File: config.mk
export PLATFORM = sky130hd
export DESIGN_NAME = acc_logic_shift
export DESIGN_NICKNAME = d
export VERILOG_FILES = /design/src/rtl/acc_logic_shift.sv
export SDC_FILE = /design/constraint.sdc
export NUM_CORES = 1
export LEC_CHECK = 0
export BUFFER_PORTS_ARGS = -buffer_cell sky130_fd_sc_hd__buf_4
export CAP_MARGIN = 20
export CORE_UTILIZATION = 40
export CTS_CLUSTER_DIAMETER = 100
export DETAILED_ROUTE_END_ITERATION = 8
export GPL_ROUTABILITY_DRIVEN = 0
export GPL_TIMING_DRIVEN = 0
export PLACE_DENSITY = 0.67
export SKIP_CTS_REPAIR_TIMING = 1
export SYNTH_ARGS = -nofsm -noshare
export SYNTH_HDL_FRONTEND = slang
export SYNTH_SLANG_ARGS = --single-unit
export TNS_END_PERCENT = 30
File: constraint.sdc
create_clock -name clk -period 3.4 [get_ports clk]
set_input_delay 0 -clock clk [delete_from_list [all_inputs] [get_ports clk]]
set_output_delay 0 -clock clk [all_outputs]
set_load 0.01 [all_outputs]
File: src/rtl/acc_logic_shift.sv
module acc_logic_shift (
  input  logic        clk,
  input  logic        rst_n,
  input  logic        in_valid,
  input  logic [3:0]  op,
  input  logic [7:0]  a_in,
  input  logic [7:0]  b_in,
  input  logic [7:0]  m_in,
  input  logic [7:0]  mask_in,
  input  logic [7:0]  ccr_in,
  output logic        out_valid,
  output logic [15:0] res,
  output logic [7:0]  ccr_out
);
  logic [7:0]  src;
  logic [15:0] r_n;
  logic        n_f, z_f, v_f, c_f;
  logic [7:0]  f_n;

  assign src = (op[1:0] == 2'd0) ? a_in : (op[1:0] == 2'd1) ? b_in : m_in;

  always_comb begin
    r_n = 16'h0;
    c_f = ccr_in[0];
    case (op)
      4'd0:  r_n = {8'h0, a_in & m_in};
      4'd1:  r_n = {8'h0, b_in & m_in};
      4'd2:  r_n = {8'h0, ccr_in & mask_in};
      4'd3:  r_n = {8'h0, m_in & ~mask_in};
      4'd4, 4'd5, 4'd6: begin
        r_n = {8'h0, src[6:0], 1'b0};
        c_f = src[7];
      end
      4'd7: begin
        r_n = {a_in[6:0], b_in, 1'b0};
        c_f = a_in[7];
      end
      4'd8, 4'd9, 4'd10: begin
        r_n = {8'h0, src[7], src[7:1]};
        c_f = src[0];
      end
      default: r_n = 16'h0;
    endcase
  end

  assign n_f = (op == 4'd7) ? r_n[15] : r_n[7];
  assign z_f = (r_n == 16'h0);
  assign v_f = (op >= 4'd4) ? (n_f ^ c_f) : 1'b0;

  always_comb begin
    if (op == 4'd2)
      f_n = ccr_in & mask_in;
    else if (op <= 4'd10)
      f_n = {ccr_in[7:4], n_f, z_f, v_f, c_f};
    else
      f_n = ccr_in;
  end

  always_ff @(posedge clk) begin
    if (!rst_n) begin
      out_valid <= 1'b0;
      res       <= 16'h0;
      ccr_out   <= 8'h0;
    end else begin
      out_valid <= in_valid;
      if (in_valid) begin
        res     <= r_n;
        ccr_out <= f_n;
      end
    end
  end
endmodule

; Word level (Yosys, flattened, before mapping)
; Cells that the tools add are included.
[classes]
order_cmp = 2
n_eq_ne = 11
n_mux = 8
bitwise_logic = 6
n_reduce_logical = 5
[ops]
columns = op, n
row1 = $pmux W16 S7, 1
row2 = $and A8 B8 Y8, 4
row3 = $mux W8, 3
row4 = $eq A4 B3 Y1 const B, 4
row5 = $logic_not A16 Y1, 1
row6 = $eq A4 B4 Y1 const B, 3
row7 = $eq A4 B2 Y1 const B, 2
row8 = $not A8 Y8, 1
row9 = $reduce_or A3 Y1, 2
row10 = $eq A4 B1 Y1 const B, 1
row11 = $ge A4 B3 Y1 const B, 1
row12 = $le A4 B4 Y1 const B, 1
row13 = $logic_not A4 Y1, 1
row14 = $mux W4, 1
row15 = $pmux W1 S3, 1
row16 = $eq A2 B1 Y1 const B, 1
row17 = $logic_not A2 Y1, 1
row18 = $mux W1, 2
row19 = $xor A1 B1 Y1, 1
[word_totals]
regBits = 25
in_bits = 47
output_inout_bits = 25
word_cells = 35

; Depth between registers and ports, before layout
; Gate-level depths: netlist (run 1).
[logic_depth]
word_depth = 9
ltp_mapped = 10
ltp_nobuf = 7

; Worst setup path before layout (run 1)
; OpenSTA, ideal clock, no wires.
[synth_path]
path_kind = input port to flip-flop
from = input op[0]
to = register ccr_out[2]
setup_time_ps = 145
arrival_time_ps = 1388
required_time_ps = 3255
path_slack_ps = 1867
path_stages = 8
n_path_buf = 1
cell_sequence = buf_6 > nor4_2 > a32oi_1 > nand3_1 > nor4_1 > and3_1 > a31oi_1 > a311oi_2
[synth_via]
elab_chain_cells = 7
elab_cells_between_ends = 22
classes_between = 1 x order compare / 11 x eq/ne / 5 x mux / 5 x reduce/logical
[synth_lines]
columns = element, line
row1 = "start, declared", 5  ; input logic [3:0] op,
row2 = $eq A2 B1 Y1, 20  ; assign src = (op[1:0] == 2'd0) ? a_in : (op[1:0] == 2'd1) ? b_in : m_in;
row3 = $mux W8 (2 in a row), 20
row4 = $pmux W16 S7, 25  ; case (op)
row5 = $logic_not A16 Y1, 47  ; assign z_f = (r_n == 16'h0);
row6 = $mux W4, 53  ; else if (op <= 4'd10)
row7 = $mux W8 *, 51  ; if (op == 4'd2)
row8 = "end signal, assigned", 68  ; ccr_out <= f_n;
row9 = "end, declared", 13  ; output logic [7:0] ccr_out
; Every way passes the cells marked *; elsewhere a longest branch is shown, timed or not.
; A chain may end at the register's enable or synchronous reset.

; Worst setup path after layout (run 1)
[layout_path]
from = input op[0]
to = register ccr_out[1]
[layout_via]
elab_chain_cells = 9
elab_cells_between_ends = 26
classes_between = 2 x order compare / 11 x eq/ne / 8 x mux / 1 x bitwise / 4 x reduce/logical
[layout_lines]
columns = element, line
row1 = $eq A2 B1 Y1, 20
row2 = $mux W8 (2 in a row), 20
row3 = $pmux W16 S7, 25
row4 = $mux W1, 46  ; assign n_f = (op == 4'd7) ? r_n[15] : r_n[7];
row5 = $xor A1 B1 Y1, 48  ; assign v_f = (op >= 4'd4) ? (n_f ^ c_f) : 1'b0;
row6 = $mux W1, 48
row7 = $mux W4, 53
row8 = $mux W8 *, 51
; Marked as above.

==> impl_metrics.toml, run 1 <==
[yosys]
syn-mean-instance-area_um2 = 8.62
synth-xor-area-share_pct = 0.436
synth_area_um2 = 2010
yosys-mux-area-fraction_pct = 6.72
synth-edff-count = 0
main_combinational_cell_family_by_area_after_synthesis = "compound AO/OA/AOI/OAI gates"
post_synth_simple_gate_area_pct = 22.9
most_used_dff_post_synth = "sky130_fd_sc_hd__dfxtp_1"
synth_seq_cells = 25
share_of_the_yosys_chip_area_belonging_to_registers_pct = 24.9
netlist-cell-type-count = 54
syn-num-nets = 280
async_reset_ff_share_pct = 0
yosysWarnings = 0
adder_cell_share_of_the_synthesized_area_pct = 0
synth_compound_area_share_pct = 36.8
gate_count_post_synth = 233

[routing]
route.detailed.vias_per_inst = 5.95
dr.first_iter.drc_count = 181
routed-via-count = 2220
drt_pass1_iterations = 4
drc = 0
avgRoutedWirePerCell_um = 17.6
antenna_violating_nets_post_route = 0
route.final.wire_length_um = 6560

[timing]
finalSetupTns_ps = 0
finalHoldViolations = 0
slew_headroom_pct = 43.4
clock_skew_ps = 0
grt_setup_unrepaired = "false"
final_period_minus_worst_setup_slack_ps = 1830
setup_viol_count_final = 0
post-route-period-util_pct = 53.8
slew_viol_final = 0
fmaxAchievable_mhz = 547
worst_pin_slew_ps = 842

[power]
seq_power_share_pct = 41.1
pwr_density_cell_nw_per_um2 = 288
internal_power_uw = 522
p_total_uw = 766
pwr-share-comb_pct = 34.7
swShare_pct = 31.9
net-switching-power_uw = 244
cellLeakagePower_uw = 0.00111
vdd_drop_max_mv = 0.232
power.clock.fraction_pct = 24.1

[setup_path]
critical_path_class = "primary input to flip-flop"
rr_startpoint = "ccr_out[2]"
timing.critical_path.slowest_cell_delay_ps = 760
cp-endpoint = "ccr_out[1]"
r2r-end = "ccr_out[2]"
setup.worst_path.start_class = "primary input"
setup.worst_path.end_class = "flip-flop"
worstPathCellList = "buf_4, buf_6, nor4_2, a32oi_1, nand3_1, o31a_1, xnor2_1, o21ai_1, a31oi_1"
setup.reg_to_reg.worst_slack_ps = 2620
reg2regPathDepth = 2
crit_start = "op[0]"
cp.arrival_ps = 2040
cp_num_cells = 9
largest_driver_fanout_on_the_critical_path = 10
crit_buf_inv = 2
slowest_stage = "sky130_fd_sc_hd__nor4_2"
cp_top_family = "simple AND/OR/NAND/NOR gates"
required_ps = 3610

[floorplanning]
die_x_um = 72.9
pin_count = 72
fp.dieH_um = 72.9
row_count = 25
design.die.area_um2 = 5310
effective_utilization_at_floorplan_pct = 42.0
coreArea_um2 = 4790

[cts]
cts.sinks = 25
cts-buffers-inserted = 3
clk_pin_slew_ps = 90
cts_root_buf = "sky130_fd_sc_hd__clkbuf_8"
clk-insertion-delay-late_ps = 280
clockBufferDepth = 2
tritoncts = "done"
h-tree-depth = 1

[placement]
io_buffers = 69
hpwlAfterDp_um = 5040
dpl.cell_count = 369

[final_layout]
final_layout_size_suffix_gt1_share_pct = 35.0
instances_no_fill = 373
total_nets_final = 354
final_common_cell = "sky130_fd_sc_hd__buf_4"
multi_input_gate_area_um2 = 1340
area_growth_syn_to_layout_pct = 32.4
most_frequent_cells_in_the_layout = "sky130_fd_sc_hd__buf_4 (74), sky130_fd_sc_hd__nand2_1 (25), sky130_fd_sc_hd__dfxtp_1 (25), sky130_fd_sc_hd__nand3_1 (16), sky130_fd_sc_hd__a21boi_0 (13)"
antenna-diode-count = 0
regArea_um2 = 500
fillers = 487

[run_status]
result_of_the_run = "complete, no violations"

[global_route]
number_of_antenna_violations_at_the_first_check_in_global_routing = 0
grt_pass1_vias = 2001
grt_max_degree = 16
overall_track_demand_over_capacity_in_global_routing_pct = 25.3
grt_first_pass_wirelength_um = 10200
globalRouteOverflowTotal = 0

[worst_hold_path]
worst_hold_path_type = "primary input to flip-flop"

[run]
max_cap_violations = 0
power by group through the flow:
stage	logic [uW]	registers (uW)	clock network (uW)
after floorplan	142	328	0
after global placement	261	322	0
after detailed placement	262	322	0
after CTS	264	315	186
after global routing	285	317	196
final	266	315	185
Yosys cell counts (3+ instances only):
library cell	number	area share, %
sky130_fd_sc_hd__buf_4	5	1.9
sky130_fd_sc_hd__a211oi_1	5	1.9
sky130_fd_sc_hd__a32o_1	6	3.0
sky130_fd_sc_hd__o211ai_2	3	1.9
sky130_fd_sc_hd__nand2b_1	8	2.5
sky130_fd_sc_hd__mux2i_1	3	1.5
sky130_fd_sc_hd__mux2_4	4	3.0
sky130_fd_sc_hd__a31oi_1	3	0.93
sky130_fd_sc_hd__buf_6	8	4.5
sky130_fd_sc_hd__nor4_1	3	0.93
sky130_fd_sc_hd__o211ai_1	9	3.4
sky130_fd_sc_hd__nor2b_1	7	2.2
sky130_fd_sc_hd__nor2_1	8	1.5
sky130_fd_sc_hd__nand2_1	25	4.7
sky130_fd_sc_hd__nor3_1	3	0.75
sky130_fd_sc_hd__clkbuf_1	6	1.1
sky130_fd_sc_hd__a21oi_1	11	2.7
sky130_fd_sc_hd__o211a_1	5	2.5
sky130_fd_sc_hd__a22o_1	4	1.7
sky130_fd_sc_hd__o21ai_0	11	2.7
sky130_fd_sc_hd__nand3_1	16	4.0
sky130_fd_sc_hd__dfxtp_1	25	25
sky130_fd_sc_hd__a22oi_1	3	1.1
sky130_fd_sc_hd__a21boi_0	13	4.9
sequential cells by signal, indices dropped and copies added (netlist names):
register   cells
out_valid      1
ccr_out        8
res           16
metrics by stage:
stage	instance area [um2]	hold WS (ps)	setup slack (ps)	utilization, %
floorplan	2010	138	1870	-
finish	2660	17.6	1570	55.6
detailed placement	2610	303	1330	54.6
CTS	2660	15.7	1590	55.6
global placement	2610	301	1290	54.6
global route	2660	12.9	1370	55.6
area by class of cell:
type | count | share of cell area [%]
Multi-Input combinational cell | 185 | 50.5
Clock inverter | 1 | 0.282
Timing Repair Buffer | 69 | 19.5
Inverter | 3 | 0.423
Sequential cell | 25 | 18.8
Buffer | 20 | 5.83
Clock buffer | 3 | 1.55
Tap cell | 67 | 3.15
routing by layer:
layer | vias to the layer above | wire length (um) | global-route usage [%]
met5 | - | 0 | 0
met1 | 1050 | 3050 | 35.8
met2 | 113 | 2900 | 40.1
li1 | 1040 | - | -
met3 | 17 | 467 | 3.73
met4 | 0 | 144 | 6.75
worst min path at each step:
stage,slack (ps),end,startpoint,cells past startpoint
final,20,res[13],rst_n,2
after global routing,10,res[13],rst_n,2
after CTS,20,res[1],rst_n,3
after detailed placement,300,res[1],rst_n,3
after global placement,300,res[1],rst_n,3
after floorplan,140,ccr_out[1],rst_n,2
kinds of logic (layout without fill, tap and decap cells):
family / count (synthesis) / after routing
AO/OA/AOI/OAI: 93 / 93
AND/OR/NAND/NOR: 82 / 82
buffers and inverters: 23 / 96
multiplexers: 9 / 9
XOR/XNOR: 1 / 1
flip-flops: 25 / 25
worst register-to-register path, delay by kind of cell, from the launching register on:
kind / cells / cell delay (ps)
DFF: 1 / 350
AOI/OAI and AO/OA: 2 / 350
No activity file was read; power rests on OpenSTA's default activity.
==> run 2: changes to the inputs <==
Clock period 3.4 ns to 1.7 ns, I/O delays scaled along.
==> run 2 against run 1 <==
Net effect: routed wire length up 0.79%; worst setup slack lost 1500 ps; sequential share of layout area fell by 0.30 points; core utilization rose by 0.91 points; flip-flop and latch count unchanged; die area unchanged; largest cell class unchanged; highest routed layer unchanged.
==> impl_metrics.toml, run 2 (synthesis results as in run 1) <==
[cts]
cts_root_buf = "sky130_fd_sc_hd__clkbuf_8"
tritoncts = "done"
clk-insertion-delay-late_ps = 270
clk_pin_slew_ps = 90
cts.sinks = 25
clockBufferDepth = 2
h-tree-depth = 1
cts-buffers-inserted = 3

[global_route]
overall_track_demand_over_capacity_in_global_routing_pct = 25.3
grt_first_pass_wirelength_um = 10200
number_of_antenna_violations_at_the_first_check_in_global_routing = 0
grt_max_degree = 16
grt_pass1_vias = 2001
globalRouteOverflowTotal = 0

[timing]
post-route-period-util_pct = 94.3
slew_viol_final = 0
setup_viol_count_final = 0
slew_headroom_pct = 63.5
fmaxAchievable_mhz = 624
worst_pin_slew_ps = 543
clock_skew_ps = 0
grt_setup_unrepaired = "false"
finalHoldViolations = 0
finalSetupTns_ps = 0
final_period_minus_worst_setup_slack_ps = 1600

[placement]
io_buffers = 69
dpl-instance-area_um2 = 2610
hpwlAfterDp_um = 5040

[run]
max_cap_violations = 0

[power]
vdd_drop_max_mv = 0.462
cellLeakagePower_uw = 0.00113
p_total_uw = 1530
pwr_density_cell_nw_per_um2 = 567

[setup_path]
crit_start = "op[0]"
rr_startpoint = "ccr_out[2]"
r2r-end = "ccr_out[2]"
required_ps = 1890
critical_path_class = "primary input to flip-flop"
reg2regPathDepth = 2
setup.worst_path.start_class = "primary input"
cp.arrival_ps = 1790
setup.worst_path.end_class = "flip-flop"
cp-endpoint = "ccr_out[2]"
setup.reg_to_reg.worst_slack_ps = 920
largest_driver_fanout_on_the_critical_path = 10

[final_layout]
total_nets_final = 358
largest_register = "res"
antenna-diode-count = 0
biggestRegsByFlops = "res (16), ccr_out (8), out_valid (1)"
most_frequent_cells_in_the_layout = "sky130_fd_sc_hd__buf_4 (78), sky130_fd_sc_hd__nand2_1 (25), sky130_fd_sc_hd__dfxtp_1 (25), sky130_fd_sc_hd__nand3_1 (16), sky130_fd_sc_hd__a21boi_0 (13)"
final_common_cell = "sky130_fd_sc_hd__buf_4"
area_growth_syn_to_layout_pct = 34.6
finish.utilization_pct = 56.5
largest_reg_flops = 16
final_layout_size_suffix_gt1_share_pct = 36.1
stdcell_area_um2 = 2700

[routing]
routed-via-count = 2243
drc = 0
route.final.wire_length_um = 6610
dr.first_iter.drc_count = 173
route.detailed.vias_per_inst = 5.95
drt_pass1_iterations = 5
antenna_violating_nets_post_route = 0
avgRoutedWirePerCell_um = 17.5

[floorplanning]
fp.dieH_um = 72.9
die_x_um = 72.9
pin_count = 72
row_count = 25
effective_utilization_at_floorplan_pct = 42.0
coreArea_um2 = 4790
design.die.area_um2 = 5310

[worst_hold_path]
worst_hold_path_type = "primary input to flip-flop"

[run_status]
result_of_the_run = "complete, no violations"
run 2: cell count changes in the layout (fill, tap and decap cells not counted):
cell                       change
sky130_fd_sc_hd__nor4_2        -1
sky130_fd_sc_hd__buf_4         +4
sky130_fd_sc_hd__nor4_4        +1
sky130_fd_sc_hd__a211oi_2      +1
sky130_fd_sc_hd__a211oi_1      -1
run 2: layer usage:
metal,up-vias,track usage [%],routed length [um]
li1,1050,-,-
met4,0,6.75,143
met1,1067,35.8,2990
met5,-,0,0
met3,14,3.73,518
met2,112,40.1,2960
run 2: worst min path at each step:
stage          startpoint    endpoint  slack, ps  depth (start not counted)
2_1_floorplan       rst_n  ccr_out[1]        140                          2
3_3_place_gp        rst_n      res[1]        300                          3
3_5_place_dp        rst_n      res[1]        300                          3
4_1_cts             rst_n      res[1]         20                          3
5_1_grt             rst_n     res[13]         10                          2
6_report            rst_n     res[13]         20                          2
run 2: layout make-up:
type                    count  area, um2
clock inverters             1       7.51
plain buffers              20        155
repair buffers             73        548
fillers                   483       2080
inverters                   3       11.3
multi-input cells         185       1360
flip-flops and latches     25        500
clock buffers               3       41.3
well taps                  67       83.8
run 2: metrics by stage:
step	instances	setup slack [ps]	hold WS, ps
final	377	96.9	21.0
after global routing	377	14.6	12.9
after CTS	373	-111	15.7
after detailed placement	369	-366	303
after global placement	369	-406	301
after floorplan	233	167	138
run 2: power by group:
| part | switching (uW) | total, uW | internal [uW] |
|---|---|---|---|
| Combinational | 275 | 541 | 266 |
| Clock | 195 | 362 | 166 |
| Sequential | 15.0 | 630 | 615 |
run 2: critical path, stage by stage:
cell,delay [ps]
sky130_fd_sc_hd__buf_4,110
sky130_fd_sc_hd__buf_6,150
sky130_fd_sc_hd__buf_6,160
sky130_fd_sc_hd__nor3b_4,180
sky130_fd_sc_hd__buf_4,150
sky130_fd_sc_hd__a22o_1,180
sky130_fd_sc_hd__a211oi_2,340
sky130_fd_sc_hd__o2111a_1,240
sky130_fd_sc_hd__a31oi_1,100
sky130_fd_sc_hd__a311oi_2,200
==> run 3: changes to the inputs <==
Settings changed: CORE_ASPECT_RATIO set to 1.1.
Clock period 1.7 ns to 2 ns, I/O delays scaled along.
==> run 3 against run 2 <==
Net effect: final area down 2.2%; core utilization down 0.83 points; flip-flop and latch count unchanged; non-clock buffer count down 4; clock skew unchanged; final cell count down 4.0%; worst hold slack better by 3.2 ps; sequential share of layout area up 0.42 points; via count down 2.3%; global-route usage down 0.92 points; worst setup slack better by 8.3 ps; critical path depth down 1.
==> impl_metrics.toml, run 3 (synthesis results as in run 1) <==
[setup_path]
worstPathCellList = "buf_4, buf_6, nor4_2, a32oi_1, nand3_1, o31a_1, xnor2_1, o21ai_1, a31oi_1"
critical_path_class = "primary input to flip-flop"
required_ps = 2190
timing.critical_path.slowest_cell_delay_ps = 810
setup.worst_path.end_class = "flip-flop"
cp.arrival_ps = 2090
largest_driver_fanout_on_the_critical_path = 10
setup.worst_path.start_class = "primary input"
slowest_stage = "sky130_fd_sc_hd__nor4_2"

[floorplanning]
die_x_um = 69.6
effective_utilization_at_floorplan_pct = 42.3
row_count = 26
coreArea_um2 = 4750
design.die.area_um2 = 5310
fp.dieH_um = 76.3
pin_count = 72

[worst_hold_path]
worst_hold_path_type = "primary input to flip-flop"

[final_layout]
final_layout_size_suffix_gt1_share_pct = 35.0
most_frequent_cells_in_the_layout = "sky130_fd_sc_hd__buf_4 (74), sky130_fd_sc_hd__nand2_1 (25), sky130_fd_sc_hd__dfxtp_1 (25), sky130_fd_sc_hd__nand3_1 (16), sky130_fd_sc_hd__a21boi_0 (13)"
biggestRegsByFlops = "res (16), ccr_out (8), out_valid (1)"
fillers = 471
final_common_cell = "sky130_fd_sc_hd__buf_4"
largest_register = "res"
regArea_um2 = 500
largest_reg_flops = 16
area_growth_syn_to_layout_pct = 31.6
multi_input_gate_area_um2 = 1340
antenna-diode-count = 0
total_nets_final = 354

[timing]
post-route-period-util_pct = 94.7
grt_setup_unrepaired = "false"
slew_headroom_pct = 39.2
holdWs_ps = 24.2
final_period_minus_worst_setup_slack_ps = 1890
finalHoldViolations = 0
clock_skew_ps = 0
worst_pin_slew_ps = 904
setup_viol_count_final = 0
fmaxAchievable_mhz = 528
finalSetupTns_ps = 0
slew_viol_final = 0

[power]
pwr-share-comb_pct = 35.1
internal_power_uw = 884
seq_power_share_pct = 41.7
p_total_uw = 1290
net-switching-power_uw = 402
cellLeakagePower_uw = 0.00111
vdd_drop_max_mv = 0.338
swShare_pct = 31.2
pwr_density_cell_nw_per_um2 = 486
power.clock.fraction_pct = 23.2

[cts]
tritoncts = "done"
cts_root_buf = "sky130_fd_sc_hd__clkbuf_8"
clockBufferDepth = 2
cts.sinks = 25
clk_pin_slew_ps = 90
h-tree-depth = 1
clk-insertion-delay-late_ps = 260
cts-buffers-inserted = 3

[global_route]
grt_first_pass_wirelength_um = 10400
overall_track_demand_over_capacity_in_global_routing_pct = 24.4
globalRouteOverflowTotal = 0
grt_max_degree = 15
number_of_antenna_violations_at_the_first_check_in_global_routing = 0
grt_pass1_vias = 2120

[routing]
avgRoutedWirePerCell_um = 18.1
antenna_violating_nets_post_route = 0
route.detailed.vias_per_inst = 6.05
drt_pass1_iterations = 5
drc = 0
routed-via-count = 2191
route.final.wire_length_um = 6540
dr.first_iter.drc_count = 146

[placement]
io_buffers = 69
hpwlAfterDp_um = 5110

[run_status]
result_of_the_run = "complete, no violations"

[run]
max_cap_violations = 0
[run 3: layer usage]
layer | vias up | GRT usage (%) | part of all wire [%]
li1 | 1036 | - | -
met1 | 1031 | 32.1 | 44
met2 | 109 | 41.1 | 47
met3 | 15 | 3.04 | 7.0
met4 | 0 | 7.76 | 2.1
met5 | - | 0 | 0
[run 3: path summary, 6_finish.rpt]
kind / slack [ps] / cells after the start / from / to
max: 110 / 9 / op[0] / ccr_out[1]
min: 20 / 2 / rst_n / res[13]
max reg2reg: 1230 / 2 / ccr_out[2] / ccr_out[2]
min reg2reg: 470 / 2 / res[13] / res[13]
[run 3: layout make-up]
type	instances	area share (%)
Buffer	20	5.87
Clock buffer	3	1.56
Timing Repair Buffer	69	19.6
Inverter	3	0.426
Clock inverter	1	0.189
Multi-Input combinational cell	185	50.8
Sequential cell	25	18.9
Tap cell	56	2.65
[run 3: through the flow]
step           instance area (um2)  std cells  setup slack [ps]  util (%)
6_report                      2640        362               105      55.7
5_1_grt                       2640        362              4.19      55.7
4_1_cts                       2640        362               120      55.7
3_5_place_dp                  2600        358              -141      54.7
3_3_place_gp                  2600        358              -129      54.7
2_1_floorplan                 2010        233               467         -
[run 3: power by group through the flow]
stage	clock [uW]	sequential, uW	combinational [uW]
after floorplan	0	558	242
after global placement	0	547	444
after detailed placement	0	547	446
after CTS	305	536	448
after global routing	331	539	483
final	299	536	451
[run 3: critical path, delay by kind of cell]
kind	cells	cell delay (ps)
AND/OR/NAND/NOR	2	1000
XOR/XNOR	1	130
buffers and inverters	2	250
AO/OA/AOI/OAI	4	690
